<file path="src/rtl/mdio_pkg.sv">
package mdio_pkg;
  localparam int FRAME_BITS  = 64;
  localparam int PRE_BITS    = 32;
  localparam int CMD_BITS    = 32;
  localparam int DATA_BITS   = 16;
  localparam int IDX_W       = $clog2(FRAME_BITS) + 1;
  localparam int READ_BIT    = 29;
  localparam int EN_BIT      = 4;
  localparam int IDLE_BIT    = 2;
  localparam logic [1:0] IDX_CTRL = 2'd0;
  localparam logic [1:0] IDX_STAT = 2'd1;
  localparam logic [1:0] IDX_CMD  = 2'd2;

  typedef struct packed {
    logic start;
    logic abort;
    logic sample;
    logic advance;
    logic finish;
  } mdioStrobes_t;
endpackage

</file>
<file path="src/rtl/mdio_ctrl.sv">
module mdio_ctrl
  import mdio_pkg::*;
#(
  parameter int CLK_DIV = 48
) (
  input  logic             clk,
  input  logic             rstN,
  input  logic             portEn,
  input  logic             cmdWrite,
  output mdioStrobes_t     strb,
  output logic             busy,
  output logic             mdc,
  output logic [IDX_W-1:0] bitIdx
);
  localparam int CW = $clog2(CLK_DIV);
  localparam logic [CW-1:0] DIV_LAST = CW'(CLK_DIV - 1);
  localparam logic [CW-1:0] HALF_LAST = CW'(CLK_DIV / 2 - 1);
  localparam logic [IDX_W-1:0] LAST_BIT = IDX_W'(FRAME_BITS - 1);

  logic [CW-1:0] divCnt;
  logic atRise, atFall, lastBit;

  assign atRise  = busy && portEn && (divCnt == HALF_LAST);
  assign atFall  = busy && portEn && (divCnt == DIV_LAST);
  assign lastBit = (bitIdx == LAST_BIT);

  always_comb begin
    strb.start   = cmdWrite && portEn && !busy;
    strb.abort   = busy && !portEn;
    strb.sample  = atRise;
    strb.advance = atFall && !lastBit;
    strb.finish  = atFall && lastBit;
  end

  always_ff @(posedge clk) begin
    if (!rstN) begin
      busy   <= 1'b0;
      mdc    <= 1'b0;
      divCnt <= '0;
      bitIdx <= '0;
    end else if (!portEn) begin
      busy   <= 1'b0;
      mdc    <= 1'b0;
      divCnt <= '0;
      bitIdx <= '0;
    end else if (strb.start) begin
      busy   <= 1'b1;
      mdc    <= 1'b0;
      divCnt <= '0;
      bitIdx <= '0;
    end else if (busy) begin
      divCnt <= atFall ? '0 : divCnt + 1'b1;
      if (atRise) mdc <= 1'b1;
      if (atFall) begin
        mdc <= 1'b0;
        if (lastBit) busy <= 1'b0;
        else bitIdx <= bitIdx + 1'b1;
      end
    end
  end
endmodule

</file>
<file path="src/rtl/mdio_datapath.sv">
module mdio_datapath
  import mdio_pkg::*;
(
  input  logic             clk,
  input  logic             rstN,
  input  mdioStrobes_t     strb,
  input  logic [IDX_W-1:0] bitIdx,
  input  logic             busy,
  input  logic [1:0]       regAddr,
  input  logic             regWrEn,
  input  logic [31:0]      regWrData,
  output logic [31:0]      regRdData,
  output logic             portEn,
  output logic             cmdWrite,
  input  logic             mdioIn,
  output logic             mdioOut,
  output logic             mdioOe
);
  localparam logic [IDX_W-1:0] FIRST_CMD = IDX_W'(PRE_BITS);
  localparam logic [IDX_W-1:0] RELEASE_AT = IDX_W'(PRE_BITS + CMD_BITS - DATA_BITS - 1);
  localparam logic [IDX_W-1:0] FIRST_DATA = IDX_W'(PRE_BITS + CMD_BITS - DATA_BITS);

  logic [CMD_BITS-1:0]  cmdReg;
  logic [CMD_BITS-1:0]  shiftReg;
  logic [DATA_BITS-1:0] rdShift;
  logic                 isRead;
  logic [IDX_W-1:0]     nextIdx;

  assign cmdWrite = regWrEn && (regAddr == IDX_CMD);
  assign nextIdx  = bitIdx + 1'b1;

  always_ff @(posedge clk) begin
    if (!rstN) portEn <= 1'b0;
    else if (regWrEn && regAddr == IDX_CTRL) portEn <= regWrData[EN_BIT];
  end

  always_ff @(posedge clk) begin
    if (!rstN) begin
      cmdReg   <= '0;
      shiftReg <= '0;
      rdShift  <= '0;
      isRead   <= 1'b0;
      mdioOut  <= 1'b1;
      mdioOe   <= 1'b0;
    end else if (strb.start) begin
      cmdReg   <= regWrData;
      shiftReg <= regWrData;
      isRead   <= regWrData[READ_BIT];
      mdioOut  <= 1'b1;
      mdioOe   <= 1'b1;
    end else if (strb.abort) begin
      mdioOut <= 1'b1;
      mdioOe  <= 1'b0;
    end else begin
      if (strb.sample && isRead && bitIdx >= FIRST_DATA)
        rdShift <= {rdShift[DATA_BITS-2:0], mdioIn};
      if (strb.advance) begin
        if (bitIdx >= FIRST_CMD) begin
          shiftReg <= {shiftReg[CMD_BITS-2:0], 1'b0};
          mdioOut  <= shiftReg[CMD_BITS-2];
        end else if (nextIdx == FIRST_CMD) begin
          mdioOut <= shiftReg[CMD_BITS-1];
        end
        if (isRead && nextIdx >= RELEASE_AT) mdioOe <= 1'b0;
      end
      if (strb.finish) begin
        mdioOut <= 1'b1;
        mdioOe  <= 1'b0;
        if (isRead) cmdReg[DATA_BITS-1:0] <= rdShift;
      end
    end
  end

  always_comb begin
    regRdData = '0;
    case (regAddr)
      IDX_CTRL: regRdData[EN_BIT]   = portEn;
      IDX_STAT: regRdData[IDLE_BIT] = !busy;
      IDX_CMD:  regRdData           = cmdReg;
      default:  regRdData           = '0;
    endcase
  end
endmodule

</file>
<file path="src/rtl/mdio_mgmt.sv">
module mdio_mgmt
  import mdio_pkg::*;
#(
  parameter int CLK_DIV = 48
) (
  input  logic        clk,
  input  logic        rstN,
  input  logic [1:0]  regAddr,
  input  logic        regWrEn,
  input  logic [31:0] regWrData,
  output logic [31:0] regRdData,
  output logic        mdc,
  output logic        mdioOut,
  output logic        mdioOe,
  input  logic        mdioIn
);
  mdioStrobes_t     strb;
  logic             busy;
  logic             portEn;
  logic             cmdWrite;
  logic [IDX_W-1:0] bitIdx;

  mdio_ctrl #(.CLK_DIV(CLK_DIV)) u_ctrl (
    .clk(clk), .rstN(rstN), .portEn(portEn), .cmdWrite(cmdWrite),
    .strb(strb), .busy(busy), .mdc(mdc), .bitIdx(bitIdx)
  );

  mdio_datapath u_dp (
    .clk(clk), .rstN(rstN), .strb(strb), .bitIdx(bitIdx), .busy(busy),
    .regAddr(regAddr), .regWrEn(regWrEn), .regWrData(regWrData),
    .regRdData(regRdData), .portEn(portEn), .cmdWrite(cmdWrite),
    .mdioIn(mdioIn), .mdioOut(mdioOut), .mdioOe(mdioOe)
  );
endmodule

</file>
<file path="config.mk">
export PLATFORM = sky130hd
export DESIGN_NAME = mdio_mgmt
export DESIGN_NICKNAME = d
export VERILOG_FILES = /design/src/rtl/mdio_pkg.sv /design/src/rtl/mdio_ctrl.sv /design/src/rtl/mdio_datapath.sv /design/src/rtl/mdio_mgmt.sv
export SDC_FILE = /design/constraint.sdc
export NUM_CORES = 1
export LEC_CHECK = 0
export BUFFER_PORTS_ARGS = -buffer_cell sky130_fd_sc_hd__buf_2
export CAP_MARGIN = 30
export CORE_UTILIZATION = 45
export DETAILED_ROUTE_END_ITERATION = 7
export PLACE_DENSITY_LB_ADDON = 0.3
export RECOVER_POWER = 100
export SLEW_MARGIN = 20
export SYNTH_ARGS = -nofsm -noshare
export SYNTH_HDL_FRONTEND = slang
export SYNTH_SLANG_ARGS = --single-unit
</file>
<file path="constraint.sdc">
create_clock -name clk -period 2.4 [get_ports clk]
set_input_delay 0.36 -clock clk [delete_from_list [all_inputs] [get_ports clk]]
set_output_delay 0.36 -clock clk [all_outputs]
set_load 0.01 [all_outputs]
</file>
# ---- Yosys cells after proc, flatten, opt, wreduce, memory -nomap -nowiden
# Index checks and enable logic that the tools add are counted.
dict set report op_classes {
  n_addsub 2
  order_cmp 3
  n_eq_ne 7
  muxes 27
  n_bitwise 5
  reduce_logical 35
}
# operator count
set ops {}
lappend ops {{32-bit 2-to-1 mux} 4}
lappend ops {{16-bit 2-to-1 mux} 4}
lappend ops {{27-bit 2-to-1 mux} 1}
lappend ops {{7-bit by 6-bit >= comparator with 1-bit output, second input constant} 3}
lappend ops {{7-bit by 6-bit == test with 1-bit output, second input constant} 2}
lappend ops {{1-bit 2-to-1 mux} 14}
lappend ops {{1-bit logical AND} 13}
lappend ops {{3-bit AND reduction} 4}
lappend ops {{2-bit nonzero test} 6}
lappend ops {{2-bit AND reduction} 4}
lappend ops {{4-bit nonzero test} 2}
lappend ops {{7-bit by 1-bit adder with 7-bit output, second input constant} 1}
lappend ops {{6-bit by 1-bit adder with 6-bit output, second input constant} 1}
lappend ops {{6-bit by 5-bit == test with 1-bit output, second input constant} 1}
lappend ops {{6-bit == test, second input constant} 1}
lappend ops {{6-bit 2-to-1 mux} 1}
lappend ops {{1-bit NOT} 5}
lappend ops {{1-bit case mux with 2 select lines} 2}
lappend ops {{4-bit OR reduction} 1}
lappend ops {{1-bit zero test} 3}
lappend ops {{3-bit OR reduction} 1}
lappend ops {{2-bit by 1-bit == test with 1-bit output, second input constant} 1}
lappend ops {{2-bit == test, second input constant} 1}
lappend ops {{2-bit zero test} 1}
lappend ops {{2 further kinds} 2}
dict set report word_totals {
  register_bits 99
  input_bits 38
  output_inout_bits 35
  wordCells 91
}

# ---- Depth between registers and ports, before layout
dict set report depth {
  ltp_word 8
  ltp_mapped 9
  ltp_nobuf 7
}

# ---- Modules after synthesis
# From an unflattened synthesis, not the netlist that was laid out.
dict set report hier_totals {
  hier_cells 477
  hier_area_um2 4810.9
}
# module n_inst cells_per_inst area_each_um2 seq_area_each_um2
set modules_own_cells {}
lappend modules_own_cells {mdio_datapath 1 391 4090.2 1661.6}
lappend modules_own_cells {mdio_ctrl 1 86 720.7 300.3}

# ---- Worst setup path after synthesis
# Ideal clock, no wire load.
dict set report synth_timing {
  path_kind {reg2reg}
  startpoint {reg u_ctrl.divCnt[0]}
  endpoint {reg u_dp.rdShift[10]}
  setup_ps 116
  arrival_time_ps 1986
  required_time_ps 2284
  setup_slack_ps 298
  stages_incl_launch_ff 9
  path_buffers 2
  synth_period_minus_slack_ps 2102
  path_cell_list {dfxtp_1 > ha_1 > and4_1 > buf_4 > nand3b_4 > a2111oi_4 > buf_6 > mux2i_1 > nor2b_1}
}
dict set report synth_via {
  elab_chain_len 5
}
# item line_no
set synth_rtl {}
lappend synth_rtl {{from (decl)} mdio_ctrl.sv:20} ;# logic [CW-1:0] divCnt;
lappend synth_rtl {{from (signal assigned)} mdio_ctrl.sv:52} ;# divCnt <= atFall ? '0 : divCnt + 1'b1;
lappend synth_rtl {{6-bit by 5-bit == test with 1-bit output} mdio_ctrl.sv:23} ;# assign atRise = busy && portEn && (divCnt == HALF_LAST);
lappend synth_rtl {{1-bit logical AND} mdio_ctrl.sv:23}
lappend synth_rtl {{1-bit logical AND (2 in series)} mdio_datapath.sv:55} ;# if (strb.sample && isRead && bitIdx >= FIRST_DATA)
lappend synth_rtl {{3-bit AND reduction (no line)} --}
lappend synth_rtl {{to (signal assigned)} mdio_datapath.sv:56} ;# rdShift <= {rdShift[DATA_BITS-2:0], mdioIn};
lappend synth_rtl {{to (decl)} mdio_datapath.sv:25} ;# logic [DATA_BITS-1:0] rdShift;
# Every way passes these cells.
# A chain may end at the register's enable or synchronous reset.

# ---- Worst setup path in the final report
dict set report layout_timing {
  startpoint {reg u_ctrl.divCnt[0]}
  endpoint {reg u_dp.rdShift[3]}
}
# The elaborated chain is that of the path after synthesis.

==> flow_metrics.tcl <==
set metrics [dict create \
    outcome "finished, final reports clean" \
    preCtsSetupSlack_ns 0.292 \
    drtPass1Iterations 4 \
    critPathKind "register to register" \
    place_hpwl_um 6750 \
    rsz0062_at_grt "no" \
    synth_simple_gate_area_share_pct 20.5 \
    reg2reg_depth 7 \
    synth_area_leader_cell "dfxtp_1" \
    place_congestion 0.817 \
    worst_slack_ns 0.228 \
    grt_overflow 0 \
    path_cells "ha_1, and4_1, nand3b_4, a2111oi_4, clkbuf_4, mux2i_1, nor2b_1" \
    area_growth_pct 14.1 \
    synth_xor_area_share_pct 2.27 \
    drive_gt1_share_pct 14.1 \
    cts_tree "built" \
    n_fill_cell 954 \
    core_area_um2 9860 \
    clock_latency_ns 0.37 \
    synthAdderAreaFrac_pct 1.89 \
    layout_common_cells "dfxtp_1, nand2_1, buf_2" \
    final_util_pct 53.6 \
    ys_ff_latch 98 \
    fin_crit_sh_pct 90.5 \
    drt-total-wl_um 9840 \
    wl_met1_um 4560 \
    grt_start_max_net_pins 96 \
    relSlewSlack_pct 40.3 \
    start_kind "register" \
    cpPeakStageDelay_ns 0.38 \
    viasPerCell 5.26 \
    ys_seq_area_share_pct 42.3 \
    critPathArrivalTime_ns 2.44 \
    ctsHoldBuffers 0 \
    synthTopCellsByArea "dfxtp_1, mux2i_1, nand2_1, a21oi_1, and2_1" \
    leakage_uw 0.00228 \
    end_kind "register" \
    grt_use_total_pct 19.1 \
    dieArea_um2 10700 \
    grt_pass1_vias 3644 \
    rows 36 \
    hold_viol 0 \
    critPathMaxFanout 16 \
    io_pins 73 \
    cts_buffers 9 \
    setup_viol 0 \
    rrSetupSlack_ns 0.23 \
    crit_path_top_delay_cell "dfxtp_1" \
    ys_async_sr_fraction_pct 0 \
    first_iter_violations 174 \
    cts_resized 0 \
    fin_tns_setup_ns 0 \
    tightest_slew_ns 0.895 \
    cts_sinks 98 \
    grt_pass1_wl_um 16800 \
    critPathLaunch "u_ctrl.divCnt[0]$_SDFFE_PP0P_" \
    dr_wl_met2_um 4780 \
    final_common_cell "dfxtp_1" \
    place.port_buffers 72 \
    die_w_um 104 \
    ant_nets 0 \
    synth_top_area_share_pct 42.3 \
    synth_area_um2 4640 \
    vias 3806 \
    synth_cell_type_count 45 \
    cts.path.max_buffers 2 \
    fp.dieH_um 104 \
    avgSynthCellArea_um2 8.67 \
    max_clock_freq_mhz 460 \
    cts-root-buf "clkbuf_8" \
    synth_edf_count 0 \
    syn_inst 535 \
    cp_data_required_time_ns 2.67 \
    synth_nets 580 \
    htree_levels 3 \
    initial_core_util_pct 47.0 \
    endpoint "u_dp.rdShift[3]$_SDFFE_PN0P_" \
    slew_viol_final 0 \
    timing.rr.end "u_dp.rdShift[3]$_SDFFE_PN0P_" \
    vdd_drop_max_mv 0.242 \
    maxUsedRoutingLayer "met4" \
    muxShareOfSynthArea_pct 11.3 \
    yosys_warnings 0 \
    antenna_found_initial 1 \
    synth-compound-area-share_pct 17.2 \
    wire_per_inst_um 13.6 \
    drc_errors 0 \
    layout_min_cycle_time_ns 2.17 \
    drv_cap 0 \
    fin_skew_ns 0.0117 \
    post_cts_buffers 0 \
    route.met3.wl_um 280 \
    synth_top_family_by_area "simple AND/OR/NAND/NOR gates" \
    num-nets-final 632 \
    synthFlopType "dfxtp_1" \
    hold_class "input pin to register" \
    p_per_area_nw_per_um2 559 \
    worstReg2RegStart "u_ctrl.divCnt[0]$_SDFFE_PP0P_" \
    cts.clk_slew.worst_paths_ns 0.09 \
]
[worst max-delay path, delay by kind of cell, from the launching register on]
family          cells  cell delay [ns]
compound gates      1             0.32
fa+ha+maj           1             0.20
buf+inv             1             0.37
flops               1             0.38
mux                 1             0.25
simple gates        3             0.56
[per-stage QoR]
stage / cells / power, µW / hold slack (ns) / instance area, µm²
after floorplan: 535 / 1730 / 0.439 / 4640
after global routing: 724 / 3060 / 0.240 / 5290
final: 724 / 2960 / 0.245 / 5290
after CTS: 723 / 2990 / 0.226 / 5330
after detailed placement: 709 / 1790 / 0.454 / 5110
after global placement: 709 / 1790 / 0.446 / 5110
[layer usage]
layer,GRT usage [%],vias up
met5,0,-
met4,8.70,0
met3,3.84,16
met2,32.7,59
met1,23.0,1789
li1,-,1942
[worst min path at each step]
stage,end,startpoint,depth (start not counted)
2_1_floorplan,u_dp.cmdReg[18]$_SDFFE_PN0P_,u_dp.cmdReg[18]$_SDFFE_PN0P_,2
3_3_place_gp,u_dp.cmdReg[26]$_SDFFE_PN0P_,u_dp.cmdReg[26]$_SDFFE_PN0P_,2
3_5_place_dp,u_dp.cmdReg[27]$_SDFFE_PN0P_,u_dp.cmdReg[27]$_SDFFE_PN0P_,2
4_1_cts,u_dp.cmdReg[27]$_SDFFE_PN0P_,regWrData[27],3
5_1_grt,u_dp.cmdReg[31]$_SDFFE_PN0P_,regWrData[31],3
6_report,u_dp.cmdReg[27]$_SDFFE_PN0P_,regWrData[27],3
[cells by family after synthesis]
logic type      after synthesis
simple gates                193
compound gates              122
buf+inv                      51
xor+xnor                     12
mux                          52
flops                        98
fa+ha+maj                     7
[where the power goes]
group          internal, µW  switching (µW)  total [µW]
registers              1630            4.73        1640
logic                  48.4            67.2         116
clock network           662             543        1200
[sequential cells by signal, summed over array words and instances, names as in the netlist]
signal,count
u_ctrl.busy,1
u_ctrl.bitIdx,7
u_dp.mdioOe,1
u_dp.cmdReg,32
u_ctrl.mdc,1
u_dp.shiftReg,32
u_dp.rdShift,16
u_dp.mdioOut,1
u_ctrl.divCnt,6
u_dp.portEn,1
[layout make-up]
cell class,instances,area [µm²],share of cell area [%]
antenna,1,2.50,0.0473
clock buffer,12,165,3.12
tap,133,166,3.14
clock inverter,2,60.1,1.14
sequential,98,1960,37.1
inverter,8,30.0,0.568
multi-input combinational,386,2470,46.8
timing repair buffer,84,430,8.13
[Yosys cell counts, drive strengths merged (2+ instances only)]
| master | number |
|---|---|
| nor2 | 25 |
| a21oi | 39 |
| xnor2 | 9 |
| a211oi | 3 |
| nand2 | 74 |
| and2 | 31 |
| nand3 | 25 |
| o21ai | 35 |
| a21boi | 18 |
| dfxtp | 98 |
| nor2b | 17 |
| nand3b | 2 |
| xor2 | 3 |
| a31oi | 2 |
| ha | 7 |
| and3 | 3 |
| nor3 | 5 |
| o211a | 16 |
| a22oi | 2 |
| mux2i | 51 |
| clkbuf | 36 |
| nand4 | 3 |
| and3b | 2 |
| buf | 7 |
| inv | 8 |
(Power assumes the default switching activity.)
